[src/rtl/divfsm_pkg.sv]
package divfsm_pkg;

  // True when a state with bits_known resolved quotient bits will be
  // complete after a further `steps` iteration steps.
  function automatic bit will_be_done_after(input int unsigned bits_known,
                                            input int unsigned width,
                                            input int unsigned steps);
    int unsigned floor_v;
    floor_v = (steps >= width) ? 0 : (width - steps);
    return bits_known >= floor_v;
  endfunction

  // Count register width for a given quotient width.
  function automatic int unsigned count_bits(input int unsigned width);
    return $clog2(width + 1);
  endfunction

endpackage

[src/rtl/divfsm_step.sv]
// One restoring step: shift in the next dividend bit, then try the subtraction.
module divfsm_step #(
  parameter int WIDTH = 8
) (
  input  logic [WIDTH-1:0] rem_cur,
  input  logic [WIDTH-1:0] quo_cur,
  input  logic [WIDTH-1:0] divisor,
  output logic [WIDTH-1:0] rem_next,
  output logic [WIDTH-1:0] quo_next,
  output logic             q_bit
);
  localparam int EXT = WIDTH + 1;

  logic [EXT-1:0] shifted;
  logic [EXT-1:0] trial;

  always_comb begin
    shifted  = {rem_cur, quo_cur[WIDTH-1]};
    trial    = shifted - {1'b0, divisor};
    q_bit    = (shifted >= {1'b0, divisor});
    rem_next = q_bit ? trial[WIDTH-1:0] : shifted[WIDTH-1:0];
    quo_next = {quo_cur[WIDTH-2:0], q_bit};
  end

endmodule

[src/rtl/divfsm_ctrl.sv]
// Control: empty flag, resolved-bit count and registered output valid.
module divfsm_ctrl
  import divfsm_pkg::*;
#(
  parameter int WIDTH = 8
) (
  input  logic clk,
  input  logic rst,
  input  logic in_valid,
  input  logic out_ready,
  output logic empty_q,
  output logic valid_q,
  output logic accept_evt,
  output logic step_evt,
  output logic release_evt
);
  localparam int CW = count_bits(WIDTH);

  logic [CW-1:0] cnt_q;
  logic          done_now;
  logic          done_soon;

  always_comb begin
    done_now    = will_be_done_after(32'(cnt_q), WIDTH, 0);
    done_soon   = will_be_done_after(32'(cnt_q), WIDTH, 1);
    accept_evt  = in_valid & empty_q;
    step_evt    = ~empty_q & ~done_now;
    release_evt = valid_q & out_ready;
  end

  always_ff @(posedge clk) begin
    if (rst) begin
      empty_q <= 1'b1;
      cnt_q   <= '0;
      valid_q <= 1'b0;
    end else if (accept_evt) begin
      empty_q <= 1'b0;
      cnt_q   <= '0;
      valid_q <= 1'b0;
    end else if (step_evt) begin
      cnt_q   <= cnt_q + CW'(1);
      valid_q <= done_soon;
    end else if (release_evt) begin
      empty_q <= 1'b1;
      valid_q <= 1'b0;
    end
  end

  // the lookahead-loaded valid agrees with "not empty and complete"
  p_valid_lookahead_r4: assert property (@(posedge clk) disable iff (rst)
    valid_q == (~empty_q & done_now));

  // the count never passes the quotient width
  p_count_cap_r4: assert property (@(posedge clk) disable iff (rst)
    32'(cnt_q) <= WIDTH);

  // no acceptance while an operation is in flight
  p_busy_no_accept_r8: assert property (@(posedge clk) disable iff (rst)
    ~empty_q |-> ~accept_evt);

endmodule

[src/rtl/divfsm_datapath.sv]
// Holding register for remainder, shifting quotient and divisor.
module divfsm_datapath #(
  parameter int WIDTH = 8
) (
  input  logic             clk,
  input  logic             rst,
  input  logic             load,
  input  logic             step,
  input  logic [WIDTH-1:0] ld_dividend,
  input  logic [WIDTH-1:0] ld_divisor,
  output logic [WIDTH-1:0] rem_q,
  output logic [WIDTH-1:0] quo_q
);
  logic [WIDTH-1:0] div_q;
  logic [WIDTH-1:0] rem_nx;
  logic [WIDTH-1:0] quo_nx;
  logic             q_bit;

  divfsm_step #(.WIDTH(WIDTH)) u_step (
    .rem_cur (rem_q),
    .quo_cur (quo_q),
    .divisor (div_q),
    .rem_next(rem_nx),
    .quo_next(quo_nx),
    .q_bit   (q_bit)
  );

  always_ff @(posedge clk) begin
    if (load) begin
      rem_q <= '0;
      quo_q <= ld_dividend;
      div_q <= ld_divisor;
    end else if (step) begin
      rem_q <= rem_nx;
      quo_q <= quo_nx;
    end
  end

  // the partial remainder stays below a nonzero divisor
  p_rem_bound_r3: assert property (@(posedge clk) disable iff (rst)
    (step && !load && div_q != '0) |=> rem_q < div_q);

  // a zero divisor always resolves a one bit
  p_zero_div_ones_r5: assert property (@(posedge clk) disable iff (rst)
    (step && !load && div_q == '0) |-> q_bit);

endmodule

[src/rtl/divfsm_top.sv]
module divfsm_top #(
  parameter int WIDTH = 8
) (
  input  logic             clk,
  input  logic             rst,
  input  logic             in_valid,
  output logic             in_ready,
  input  logic [WIDTH-1:0] in_dividend,
  input  logic [WIDTH-1:0] in_divisor,
  output logic             out_valid,
  input  logic             out_ready,
  output logic [WIDTH-1:0] out_quotient,
  output logic [WIDTH-1:0] out_remainder
);
  logic empty_q;
  logic valid_q;
  logic accept_evt;
  logic step_evt;
  logic release_evt;
  logic [WIDTH-1:0] rem_q;
  logic [WIDTH-1:0] quo_q;

  divfsm_ctrl #(.WIDTH(WIDTH)) u_ctrl (
    .clk        (clk),
    .rst        (rst),
    .in_valid   (in_valid),
    .out_ready  (out_ready),
    .empty_q    (empty_q),
    .valid_q    (valid_q),
    .accept_evt (accept_evt),
    .step_evt   (step_evt),
    .release_evt(release_evt)
  );

  divfsm_datapath #(.WIDTH(WIDTH)) u_dp (
    .clk        (clk),
    .rst        (rst),
    .load       (accept_evt),
    .step       (step_evt),
    .ld_dividend(in_dividend),
    .ld_divisor (in_divisor),
    .rem_q      (rem_q),
    .quo_q      (quo_q)
  );

  // Every port below comes straight from a flip-flop.
  assign in_ready      = empty_q;
  assign out_valid     = valid_q;
  assign out_quotient  = quo_q;
  assign out_remainder = rem_q;

  // reset leaves the unit empty with no result
  p_reset_state_r1: assert property (@(posedge clk) disable iff (rst)
    $fell(rst) |-> (in_ready && !out_valid));

  // acceptance closes the input side
  p_accept_closes_r2: assert property (@(posedge clk) disable iff (rst)
    (in_valid && in_ready) |=> !in_ready);

  // result held under backpressure
  p_hold_r6: assert property (@(posedge clk) disable iff (rst)
    (out_valid && !out_ready) |=>
      (out_valid && $stable(out_quotient) && $stable(out_remainder)));

  // a taken result empties the unit
  p_release_r7: assert property (@(posedge clk) disable iff (rst)
    (out_valid && out_ready) |=> (in_ready && !out_valid));

  // the two handshake outputs never overlap
  p_exclusive_r10: assert property (@(posedge clk) disable iff (rst)
    !(out_valid && in_ready));

endmodule

[config.mk]
export PLATFORM = sky130hd
export DESIGN_NAME = divfsm_top
export DESIGN_NICKNAME = d
export VERILOG_FILES = /design/src/rtl/divfsm_pkg.sv /design/src/rtl/divfsm_step.sv /design/src/rtl/divfsm_ctrl.sv /design/src/rtl/divfsm_datapath.sv /design/src/rtl/divfsm_top.sv
export SDC_FILE = /design/constraint.sdc
export NUM_CORES = 1
export LEC_CHECK = 0
export ABC_AREA = 1
export BUFFER_PORTS_ARGS = -buffer_cell sky130_fd_sc_hd__buf_2
export CAP_MARGIN = 20
export CORE_UTILIZATION = 48
export DETAILED_ROUTE_END_ITERATION = 12
export GPL_TIMING_DRIVEN = 1
export HOLD_SLACK_MARGIN = 0.15
export PLACE_DENSITY = 0.75
export REMOVE_ABC_BUFFERS = 1
export SLEW_MARGIN = 25
export SYNTH_ARGS = -nofsm -noshare
export SYNTH_HDL_FRONTEND = slang
export SYNTH_SLANG_ARGS = --single-unit
[constraint.sdc]
create_clock -name clk -period 1.75 [get_ports clk]
set_clock_uncertainty 0.1 [all_clocks]
set_input_delay 0.175 -clock clk [delete_from_list [all_inputs] [get_ports clk]]
set_output_delay 0.175 -clock clk [all_outputs]
set_load 0.005 [all_outputs]
# Word level (Yosys, flattened, before mapping)
# Index checks and enable logic that the tools add are counted.
# word_totals
reg_bits,30
in_bits,20
word_cells,30
# op_classes
n_addsub,2
n_lt_le_gt_ge,3
n_eq_ne,1
mux,8
bitwise_logic,5
reduce_logical,5
# ops
op,count
8-bit 2-to-1 mux,3
9-bit by 8-bit >= comparator with 1-bit output,1
8-bit subtractor,1
2-bit nonzero test,3
1-bit 2-to-1 mux,5
4-bit by 1-bit adder with 4-bit output (second input constant),1
4-bit by 3-bit >= comparator with 1-bit output (second input constant),1
4-bit >= comparator (second input constant),1
1-bit AND,3
2-bit != test (second input constant),1
1-bit NOT,2
2-bit AND reduction,1
2-bit OR reduction,1

# Logic depth before layout (Yosys ltp)
# Gate-level depths: netlist of run 1.
# logic_depth
ltp_word,5
depth_mapped,13
depth_no_buf,13

# Hierarchy
# A second synthesis of run 1 with hierarchy kept.
# unflattened
hier_cells,251
area_unflattened_um2,1960.6
# modules_own_cells
mod,n_inst,cells_per_inst,area_each_um2,seq_area_each_um2
divfsm_datapath,1,94,957.2,640.6
divfsm_step,1,117,714.4,0.0
divfsm_ctrl,1,40,289.0,120.1

# Least setup slack after synthesis of run 1
# No wires, ideal clock.
# synth_timing
kind,flip-flop to flip-flop
startpoint,reg u_dp.quo_q[7]
endpoint,reg u_dp.rem_q[4]
setup_ps,113
arrival_ps,1469
required_ps,1537
slack_ps,68
stages_incl_launch_ff,9
n_path_buf,0
synth_period_minus_slack_ps,1682
cell_sequence,edfxtp_1 -> inv_1 -> ha_1 -> fa_1 -> o21bai_1 -> xnor2_1 -> nand2_1 -> nand3_1 -> nand2_1
# synth_via
elab_chain_len,2
word_cells_on_any_way,3
# synth_rtl
item,line,rtl
"start, declared",divfsm_datapath.sv:12,output logic [WIDTH-1:0] quo_q
"start signal, assigned",divfsm_datapath.sv:31,quo_q <= ld_dividend;
"start signal, assigned",divfsm_datapath.sv:35,quo_q <= quo_nx;
8-bit subtractor / 9-bit by 8-bit >= comparator with 1-bit output (equally long branches),"divfsm_step.sv:19, divfsm_step.sv:20",
8-bit 2-to-1 mux *,divfsm_step.sv:21,rem_next = q_bit ? trial[WIDTH-1:0] : shifted[WIDTH-1:0];
"end signal, assigned",divfsm_datapath.sv:34,rem_q <= rem_nx;
"end, declared",divfsm_datapath.sv:11,"output logic [WIDTH-1:0] rem_q,"
# Mark *: on every way between the ends. The rest lies on a longest branch, timed or not.
# A chain may end at the register's enable or synchronous reset.

# Worst setup path after layout of run 1
# layout_timing
startpoint,reg u_dp.div_q[6]
endpoint,reg u_dp.rem_q[7]
# layout_via
elab_chain_len,2
word_cells_on_any_way,3
# layout_rtl
item,line,rtl
"start, declared",divfsm_datapath.sv:14,logic [WIDTH-1:0] div_q;
"start signal, assigned",divfsm_datapath.sv:32,div_q <= ld_divisor;
8-bit subtractor / 9-bit by 8-bit >= comparator with 1-bit output (equally long branches),"divfsm_step.sv:19, divfsm_step.sv:20",
8-bit 2-to-1 mux *,divfsm_step.sv:21,
# Marks and branches as above.

==> results by group, run 1 <==
Status
  – Status: complete, but fails checks
  – Failing checks: setup timing

Placement
  – Placement Setup Slack: -0.129 ns
  – Dpl hpwl: 2.76 mm
  – Placed cell area: 2080 um^2
  – Post-Place Cells: 322
  – IO Port Bufs: 37
  – Routability congestion estimate: 0.816

Power and ir drop
  – Power Density: 1450 nW/um^2
  – Max IR drop VDD: 0.885 mV
  – Leakage: 1.25 nW
  – Power consumption: 3.65 mW

STA
  – Fmax: 571 MHz
  – Min Tclk post-route: 1.75 ns
  – RSZ-0062 raised after global routing: true
  – Fin. Hold Viols: 0
  – Setup TNS Final: -0.000610 ns
  – WHS: 0.237 ns
  – Pins Over Slew Limit: 0
  – Slew @ Worst Pin: 0.477 ns
  – Final setup margin: -0.000610 ns
  – Tcrit/Tclk final: 1.00
  – Final Setup Violations: 1
  – Rel. slew slack: 0.681

Run
  – Maxcap violations: 0

Critical path
  – Crit Path Class: reg -> reg
  – FF-to-FF path depth: 11
  – Worst endpoint data arrival time: 1.88 ns
  – Reg2reg setup slack: -0.0006 ns
  – Critical Path Start Type: register
  – Crit end category: register
  – Worst Path Max Fanout: 5
  – Critical Path RT: 1.88 ns

Finish
  – Most frequent cells in the layout: nand2_1, buf_2, inv_1, buf_4, nand3_1
  – Final Net Count: 335
  – Antenna cells: 0
  – Synthesis-to-layout area growth: 46.7%
  – Final std cells w/o fill: 351
  – Final Cell Area: 2510 um^2
  – Commonest non-fill, non-tap cell in the layout: nand2_1
  – Fin util: 0.747
  – Final-layout fill cell count: 255
  – Share of cells above drive strength 1: 0.338

Yosys
  – Synth unique cells: 28
  – Sequential share of the synthesized area: 0.444
  – Yosys warns: 0
  – Mapped Cells: 222
  – Synth Register Bits: 30
  – Avg Inst Size Synth: 7.71 um^2
  – Mapped Area: 1710 um^2

Routing
  – Post-route ant nets: 0
  – DR vias/cell: 4.99
  – DRC Markers: 0
  – Routed WL: 4.49 mm
  – Number of DRC markers in iteration 0: 131
  – First-pass DRT Iterations: 4
  – Routed len/inst: 12.8 um
  – DR vias: 1750

Global routing
  – Largest net degree at the start of global routing: 16
  – Global Route met1 Usage: 0.304
  – Congestion Overflow GR: 0
  – GRT Max-Usage Layer: met2
  – First-pass GRT wire length: 6.44 mm
  – Met3 Track Usage GR: 0.0518
  – Vias in the first global route: 1445
  – GR met2 Demand/Resource: 0.406
  – Initial antenna violation count: 0
  – Tot GR Track Use: 0.241

Floorplan
  – I/O pin cnt: 38
  – Die area: 3810 um^2
  – Die Width: 61.7 um
  – Starting density of the core: 0.509
  – Core area: 3360 um^2
  – Cell Rows: 21
  – Die Height: 61.7 um

Clock network
  – Clk root buf: clkbuf_4
  – TritonCTS Buffers: 5
  – CTS H-Tree Depth: 2
  – Clock latency at the later pin of the worst-skew pair: 0.33 ns
  – CTS tree: done
  – CTS Buffer Depth: 2
  – CTS sink count: 30
  – Clock Pin Slew Worst Setup and Hold Paths: 0.09 ns

Worst hold path
  – Hold path depth: 6
  – Hold Crit Class: in -> reg
synthesized netlist by cell type:
library cell | instances | share of area
nand2_1 | 83 | 0.18
edfxtp_1 | 16 | 0.28
buf_4 | 1 | 0.0044
a41oi_1 | 1 | 0.0051
nand3_4 | 1 | 0.010
xor2_1 | 1 | 0.0051
buf_2 | 1 | 0.0029
nor2_1 | 8 | 0.018
ha_1 | 10 | 0.073
dfxtp_1 | 14 | 0.16
buf_6 | 1 | 0.0066
a211oi_1 | 1 | 0.0044
nor3b_1 | 1 | 0.0044
and2_1 | 1 | 0.0037
o21bai_1 | 1 | 0.0044
a31oi_1 | 1 | 0.0037
a21oi_1 | 6 | 0.018
clkinv_1 | 1 | 0.0022
xnor2_1 | 2 | 0.010
or2_2 | 1 | 0.0037
nand4_1 | 3 | 0.011
nor2_2 | 3 | 0.011
inv_1 | 37 | 0.081
nand3_2 | 1 | 0.0058
nand3_1 | 23 | 0.067
o21ai_0 | 1 | 0.0029
or2_0 | 1 | 0.0037
fa_1 | 1 | 0.012
critical path, stage by stage, from the launching register on:
cell,delay (ns)
edfxtp_1,0.39
inv_2,0.08
ha_4,0.21
nand2_1,0.08
nand2_2,0.08
a21oi_4,0.17
nand4_1,0.17
buf_4,0.19
nand2_1,0.05
nand2_1,0.04
nand2_1,0.05
nand2_1,0.04
repair_timing:
action / 4_1_cts / 5_1_grt
setup endpoints to repair: 9 / 9
pin swaps: 1 / 13
cloned: 1 / 1
setup buffers: 0 / 1
endpoints found under the hold margin: 22 / 0
hold buffers: 18 / 0
resized for setup: 4 / 32
area by class of cell:
cell class / instances / area [um^2] / area share
Multi-Input combinational cell: 153 / 977 / 0.389
Sequential cell: 30 / 761 / 0.303
Timing Repair Buffer: 76 / 523 / 0.208
Inverter: 38 / 143 / 0.0568
Tap cell: 46 / 57.6 / 0.0229
Clock buffer: 6 / 41.3 / 0.0164
Clock inverter: 2 / 8.76 / 0.00349
sequential cells by signal, summed over array words and instances (netlist names):
signal          cells
u_dp.quo_q          8
u_ctrl.empty_q      1
u_ctrl.valid_q      1
u_ctrl.cnt_q        4
u_dp.rem_q          8
u_dp.div_q          8
metal layers:
metal,share of wire,up-vias,routed length [um]
li1,-,872,-
met1,0.42,815,1890
met2,0.52,54,2330
met3,0.041,9,184
met4,0.019,0,85
met5,0,-,0
where the power goes:
part | internal, mW | total (mW) | leakage [nW] | switching (mW)
logic | 1.06 | 2.22 | 0.948 | 1.17
registers | 0.908 | 1.04 | 0.272 | 0.133
clock network | 0.151 | 0.380 | 0.0297 | 0.229
total | 2.12 | 3.65 | 1.25 | 1.53
worst paths after layout:
check | from | end
setup / recovery | u_dp.div_q[6] | u_dp.rem_q[7]
hold / removal | in_valid | u_dp.rem_q[7]
setup reg to reg | u_dp.div_q[6] | u_dp.rem_q[7]
hold reg to reg | u_dp.rem_q[7] | u_dp.rem_q[7]
kinds of logic (layout without fill, tap and decap cells):
kind of cell / count (synthesis) / in the layout / synth area share
compound gates: 11 / 11 / 0.0380
fa+ha+maj: 11 / 11 / 0.0848
flops: 30 / 30 / 0.444
simple gates: 126 / 128 / 0.320
xor+xnor: 3 / 3 / 0.0154
buf+inv: 41 / 122 / 0.0972
Note: power is estimated with default switching activity, not from simulation.
==> run 2, diff against run 1 <==
- CORE_UTILIZATION: 48 -> 50
- PLACE_DENSITY: 0.75 -> 0.76
- SYNTH_HIERARCHICAL: default -> 1
==> results by group, run 2 <==
Yosys
  – Mapped Cells: 250
  – Yosys warns: 6
  – Mapped Area: 1960 um^2
  – Avg Inst Size Synth: 7.83 um^2

Placement
  – Placed cell area: 2270 um^2
  – Routability congestion estimate: 0.820
  – Dpl hpwl: 2.84 mm
  – IO Port Bufs: 37

Power and ir drop
  – Clk pwr share: 0.254
  – Gate power share: 0.468
  – Psw: 1.20 mW
  – P_int: 2.13 mW
  – Sw Ratio: 0.361
  – Max IR drop VDD: 0.751 mV
  – Seq pwr share: 0.278
  – Leakage: 1.39 nW
  – Power Density: 1200 nW/um^2

Floorplan
  – Starting density of the core: 0.527
  – Core area: 3720 um^2
  – Die area: 4170 um^2
  – I/O pin cnt: 38
  – Die Width: 64.6 um
  – Die Height: 64.6 um
  – Cell Rows: 22

Critical path
  – Largest delay share family, worst path: adder cells
  – Crit Path Class: reg -> reg
  – R2R Path End: u_dp/rem_q[4]
  – Worst Path Max Fanout: 2
  – CP startpoint: u_dp/div_q[0]
  – Critical path buffers and inverters: 2
  – Levels on crit path: 12
  – Critical Path RT: 1.88 ns
  – Worst endpoint data arrival time: 1.95 ns
  – CP most frequent cell: nand2_1
  – Critical-path cell list: ha_4, fa_2, inv_2, nand3_2, nand3_2, xor2_1, nand2_2, nand2_1, inv_1, nand2_1, nand2_1, nor2_2
  – FF-to-FF path depth: 12
  – Slowest stage cell, crit path: edfxtp_1
  – Setup crit end: u_dp/rem_q[4]
  – Critical Path Start Type: register
  – Reg2reg setup slack: -0.08 ns
  – Crit end category: register
  – CP max stage delay: 0.42 ns
  – Worst r2r src: u_dp/div_q[0]

Finish
  – Synthesis-to-layout area growth: 41.2%
  – Most frequent cells in the layout: nand2_1, buf_2, inv_1, buf_4, nor2_1
  – Final Cell Area: 2760 um^2
  – Top Registers: u_dp/div_q x8, u_dp/quo_q x8, u_dp/rem_q x8
  – Fin util: 0.743
  – Share of cells above drive strength 1: 0.381
  – Antenna cells: 0
  – Commonest non-fill, non-tap cell in the layout: nand2_1
  – Final Net Count: 358

STA
  – Pins Over Slew Limit: 0
  – Tcrit/Tclk final: 1.04
  – WHS: 0.172 ns
  – Slew @ Worst Pin: 0.287 ns
  – Fmax: 548 MHz
  – Final setup margin: -0.0762 ns
  – Fin. Hold Viols: 0
  – RSZ-0062 raised after global routing: true
  – Final Setup Violations: 9
  – Rel. slew slack: 0.809
  – Min Tclk post-route: 1.83 ns

Routing
  – DR WL met2: 2.53 mm
  – Highest routed layer: met4
  – First-pass DRT Iterations: 4
  – Post-route ant nets: 0
  – WL met3: 220 um
  – DRC Markers: 0
  – Routed WL: 4.75 mm
  – DR vias/cell: 4.86
  – Routed len/inst: 12.6 um
  – Wl on met1: 1.95 mm
  – Number of DRC markers in iteration 0: 95
  – DR vias: 1826

Global routing
  – Tot GR Track Use: 0.251
  – Largest net degree at the start of global routing: 21
  – Vias in the first global route: 1809
  – First-pass GRT wire length: 7.89 mm
  – Congestion Overflow GR: 0
  – Initial antenna violation count: 0

Clock network
  – CTS H-Tree Depth: 2
  – TritonCTS Buffers: 5
  – CTS tree: done
  – Clock latency at the later pin of the worst-skew pair: 0.29 ns
  – CTS Buffer Depth: 2
  – Clock Pin Slew Worst Setup and Hold Paths: 0.07 ns
  – Clk root buf: clkbuf_8
  – CTS sink count: 30

Run
  – Maxcap violations: 0

Status
  – Status: complete, but fails checks
  – Failing checks: setup timing

Worst hold path
  – Hold Crit Class: in -> reg
## run 2: cell type report
| class | count | area [um^2] |
|---|---|---|
| Inverter | 40 | 160 |
| Tap cell | 48 | 60.1 |
| Multi-Input combinational cell | 170 | 1080 |
| Sequential cell | 30 | 761 |
| Fill cell | 265 | 953 |
| Clock buffer | 5 | 68.8 |
| Timing Repair Buffer | 80 | 572 |
| Clock inverter | 3 | 63.8 |
## run 2: layer usage
| layer | track usage | vias up |
|---|---|---|
| met4 | 0.0889 | 0 |
| met1 | 0.285 | 849 |
| met5 | 0 | - |
| li1 | - | 913 |
| met3 | 0.0739 | 8 |
| met2 | 0.443 | 56 |
## run 2: worst min-delay path, cell delays in order
cell,delay (ns)
buf_2,0.07
nand2_1,0.09
nand2_2,0.13
a21oi_1,0.05
## run 2: per-stage QoR
step / TNS [ns] / power [mW] / setup slack [ns] / std cells
detailed placement: -0.631 / 2.23 / -0.113 / 345
CTS: -0.209 / 3.25 / -0.0486 / 375
global route: -1.42 / 3.53 / -0.187 / 376
global placement: -0.322 / 2.19 / -0.0775 / 345
finish: -0.419 / 3.33 / -0.0762 / 376
floorplan: -0.0843 / 1.76 / -0.0833 / 238
## run 2: worst min-delay path by stage
stage,endpoint,slack (ns),from,cells after the start
2_1_floorplan,u_dp/div_q[0],0.17,in_divisor[0],0
5_1_grt,u_ctrl/cnt_q[3],0.22,in_valid,4
3_3_place_gp,u_dp/div_q[4],0.25,in_divisor[4],1
6_report,u_ctrl/cnt_q[0],0.17,in_valid,4
3_5_place_dp,u_dp/div_q[3],0.25,in_divisor[3],1
4_1_cts,u_ctrl/cnt_q[0],0.17,in_valid,4
## run 2: timing repair
action	CTS	global route
pin swaps	5	8
gates resized for setup	18	9
setup endpoints to repair	9	9
buffers inserted	1	1
cloned	2	0
hold endpoints to repair	21	0
hold buffers	19	0
## run 2: power by group through the flow
| stage | Combinational [mW] | Clock (mW) | Sequential [mW] |
|---|---|---|---|
| 2_1_floorplan | 0.813 | 0 | 0.945 |
| 3_3_place_gp | 1.27 | 0 | 0.917 |
| 3_5_place_dp | 1.31 | 0 | 0.921 |
| 4_1_cts | 1.48 | 0.858 | 0.919 |
| 5_1_grt | 1.69 | 0.902 | 0.936 |
| 6_report | 1.56 | 0.845 | 0.924 |
==> run 3, diff against run 2 <==
- CORE_UTILIZATION: 50 -> 59
- PLACE_DENSITY: 0.76 -> 0.84
- clock period: 1.75 -> 2.2 ns (I/O delays scaled with it)
==> results by group, run 3 (synthesized netlist as in run 2, its figures left out) <==
STA
  – Slew @ Worst Pin: 0.331 ns
  – Final setup margin: 0.208 ns
  – Rel. slew slack: 0.779
  – Pins Over Slew Limit: 0
  – Final Setup Violations: 0
  – Fin. Hold Viols: 0
  – Min Tclk post-route: 1.99 ns
  – Tcrit/Tclk final: 0.906
  – RSZ-0062 raised after global routing: false
  – Fmax: 502 MHz
  – Setup TNS Final: 0 ns

Run
  – Maxcap violations: 0

Status
  – Status: completed

Finish
  – Antenna cells: 0
  – Final Net Count: 335
  – Top Registers: u_dp/div_q x8, u_dp/quo_q x8, u_dp/rem_q x8
  – Share of cells above drive strength 1: 0.259
  – Synthesis-to-layout area growth: 20.2%
  – Most frequent cells in the layout: nand2_1, buf_2, inv_1, dlygate4sd3_1, nor2_1
  – Commonest non-fill, non-tap cell in the layout: nand2_1

Clock network
  – Clk root buf: clkbuf_4
  – Clock Pin Slew Worst Setup and Hold Paths: 0.11 ns
  – TritonCTS Buffers: 5
  – CTS Buffer Depth: 2
  – CTS resizes: 0
  – Clock latency at the later pin of the worst-skew pair: 0.33 ns
  – CTS tree: done
  – CTS H-Tree Depth: 2
  – CTS sink count: 30

Critical path
  – Critical Path RT: 2.39 ns
  – Reg2reg setup slack: 0.21 ns
  – R2R Path End: u_dp/rem_q[4]
  – Worst r2r src: u_dp/quo_q[7]
  – Worst Path Max Fanout: 3
  – Critical Path Start Type: register
  – Crit end category: register
  – Crit Path Class: reg -> reg
  – Setup crit end: u_dp/rem_q[4]
  – Worst endpoint data arrival time: 2.18 ns
  – FF-to-FF path depth: 13
  – CP startpoint: u_dp/quo_q[7]

Power and ir drop
  – Power Density: 836 nW/um^2
  – Leakage: 1.21 nW
  – Max IR drop VDD: 0.632 mV

Floorplan
  – Die Height: 59.6 um
  – Die area: 3550 um^2
  – Cell Rows: 20
  – Die Width: 59.6 um
  – Starting density of the core: 0.631
  – I/O pin cnt: 38
  – Core area: 3100 um^2

Global routing
  – Congestion Overflow GR: 0
  – First-pass GRT wire length: 7.09 mm
  – Largest net degree at the start of global routing: 17
  – Vias in the first global route: 1662
  – Initial antenna violation count: 0
  – Tot GR Track Use: 0.274

Routing
  – DR vias: 1727
  – DRC Markers: 0
  – Routed len/inst: 11.7 um
  – Number of DRC markers in iteration 0: 91
  – DR vias/cell: 4.95
  – Routed WL: 4.09 mm
  – Post-route ant nets: 0
  – First-pass DRT Iterations: 4

Placement
  – IO Port Bufs: 37
  – Dpl hpwl: 2.78 mm
  – Placement Setup Slack: 0.248 ns
  – Routability congestion estimate: 0.884

Worst hold path
  – Hold Crit Class: reg -> reg
==> run 3: changes by cell type in the layout (fill, tap and decap cells not counted), sizes merged <==
cell | before | now
clkinvlp | 0 | 1
nand2 | 100 | 98
dlygate4sd3 | 19 | 20
bufinv | 2 | 0
clkinv | 2 | 4
buf | 61 | 39
inv | 39 | 38
==> run 3: layout make-up <==
| class | instances | area, um^2 |
|---|---|---|
| fill | 252 | 751 |
| inverter | 40 | 158 |
| sequential | 30 | 761 |
| multi-input combinational | 168 | 925 |
| tap | 44 | 55.1 |
| clock inverter | 3 | 16.3 |
| clock buffer | 5 | 37.5 |
| timing repair buffer | 59 | 400 |
==> run 3: power by group <==
group          total (mW)  switching (mW)  leakage [nW]  internal, mW
clock network       0.324           0.205        0.0286         0.119
logic               0.899           0.541         0.907         0.358
registers           0.744          0.0647         0.272         0.679
==> run 3: routing by layer <==
layer | global-route usage | vias up | wire [um]
met2 | 0.467 | 65 | 2080
met3 | 0.0524 | 10 | 195
li1 | - | 866 | -
met1 | 0.338 | 786 | 1720
met4 | 0.116 | 0 | 95
met5 | 0 | - | 0
==> run 3: critical path, stage by stage, from the launching register on <==
cell and delay, ns:
edfxtp_1 0.38, inv_1 0.05, ha_1 0.21, fa_1 0.40
inv_1 0.10, nand3_1 0.07, nand3_1 0.09, xor2_1 0.18
nand2_2 0.07, nand2_1 0.06, inv_1 0.04, nand2_1 0.06
nand2_1 0.07, nor2_2 0.07
==> run 3: worst min-delay path by stage <==
stage,end,depth (start not counted),from
2_1_floorplan,u_dp/div_q[0],0,in_divisor[0]
3_3_place_gp,u_dp/div_q[0],1,in_divisor[0]
3_5_place_dp,u_dp/div_q[4],1,in_divisor[4]
4_1_cts,u_ctrl/cnt_q[1],2,u_ctrl/cnt_q[1]
5_1_grt,u_dp/rem_q[7],2,u_dp/rem_q[7]
6_report,u_ctrl/cnt_q[0],2,u_ctrl/cnt_q[0]
==> run 3: metrics by stage <==
step	area (um^2)	instances	power, mW	util	hold WS [ns]
6_report	2350	349	1.97	0.758	0.415
3_5_place_dp	2100	321	1.61	0.676	0.298
3_3_place_gp	2100	321	1.58	0.676	0.297
5_1_grt	2350	349	2.13	0.758	0.438
4_1_cts	2350	349	1.96	0.758	0.408
2_1_floorplan	1840	238	1.40	-	0.219
==> run 3: what timing repair did <==
item,4_1_cts,5_1_grt
endpoints found under the hold margin,21,0
setup buffers,0,0
hold buffers,20,0
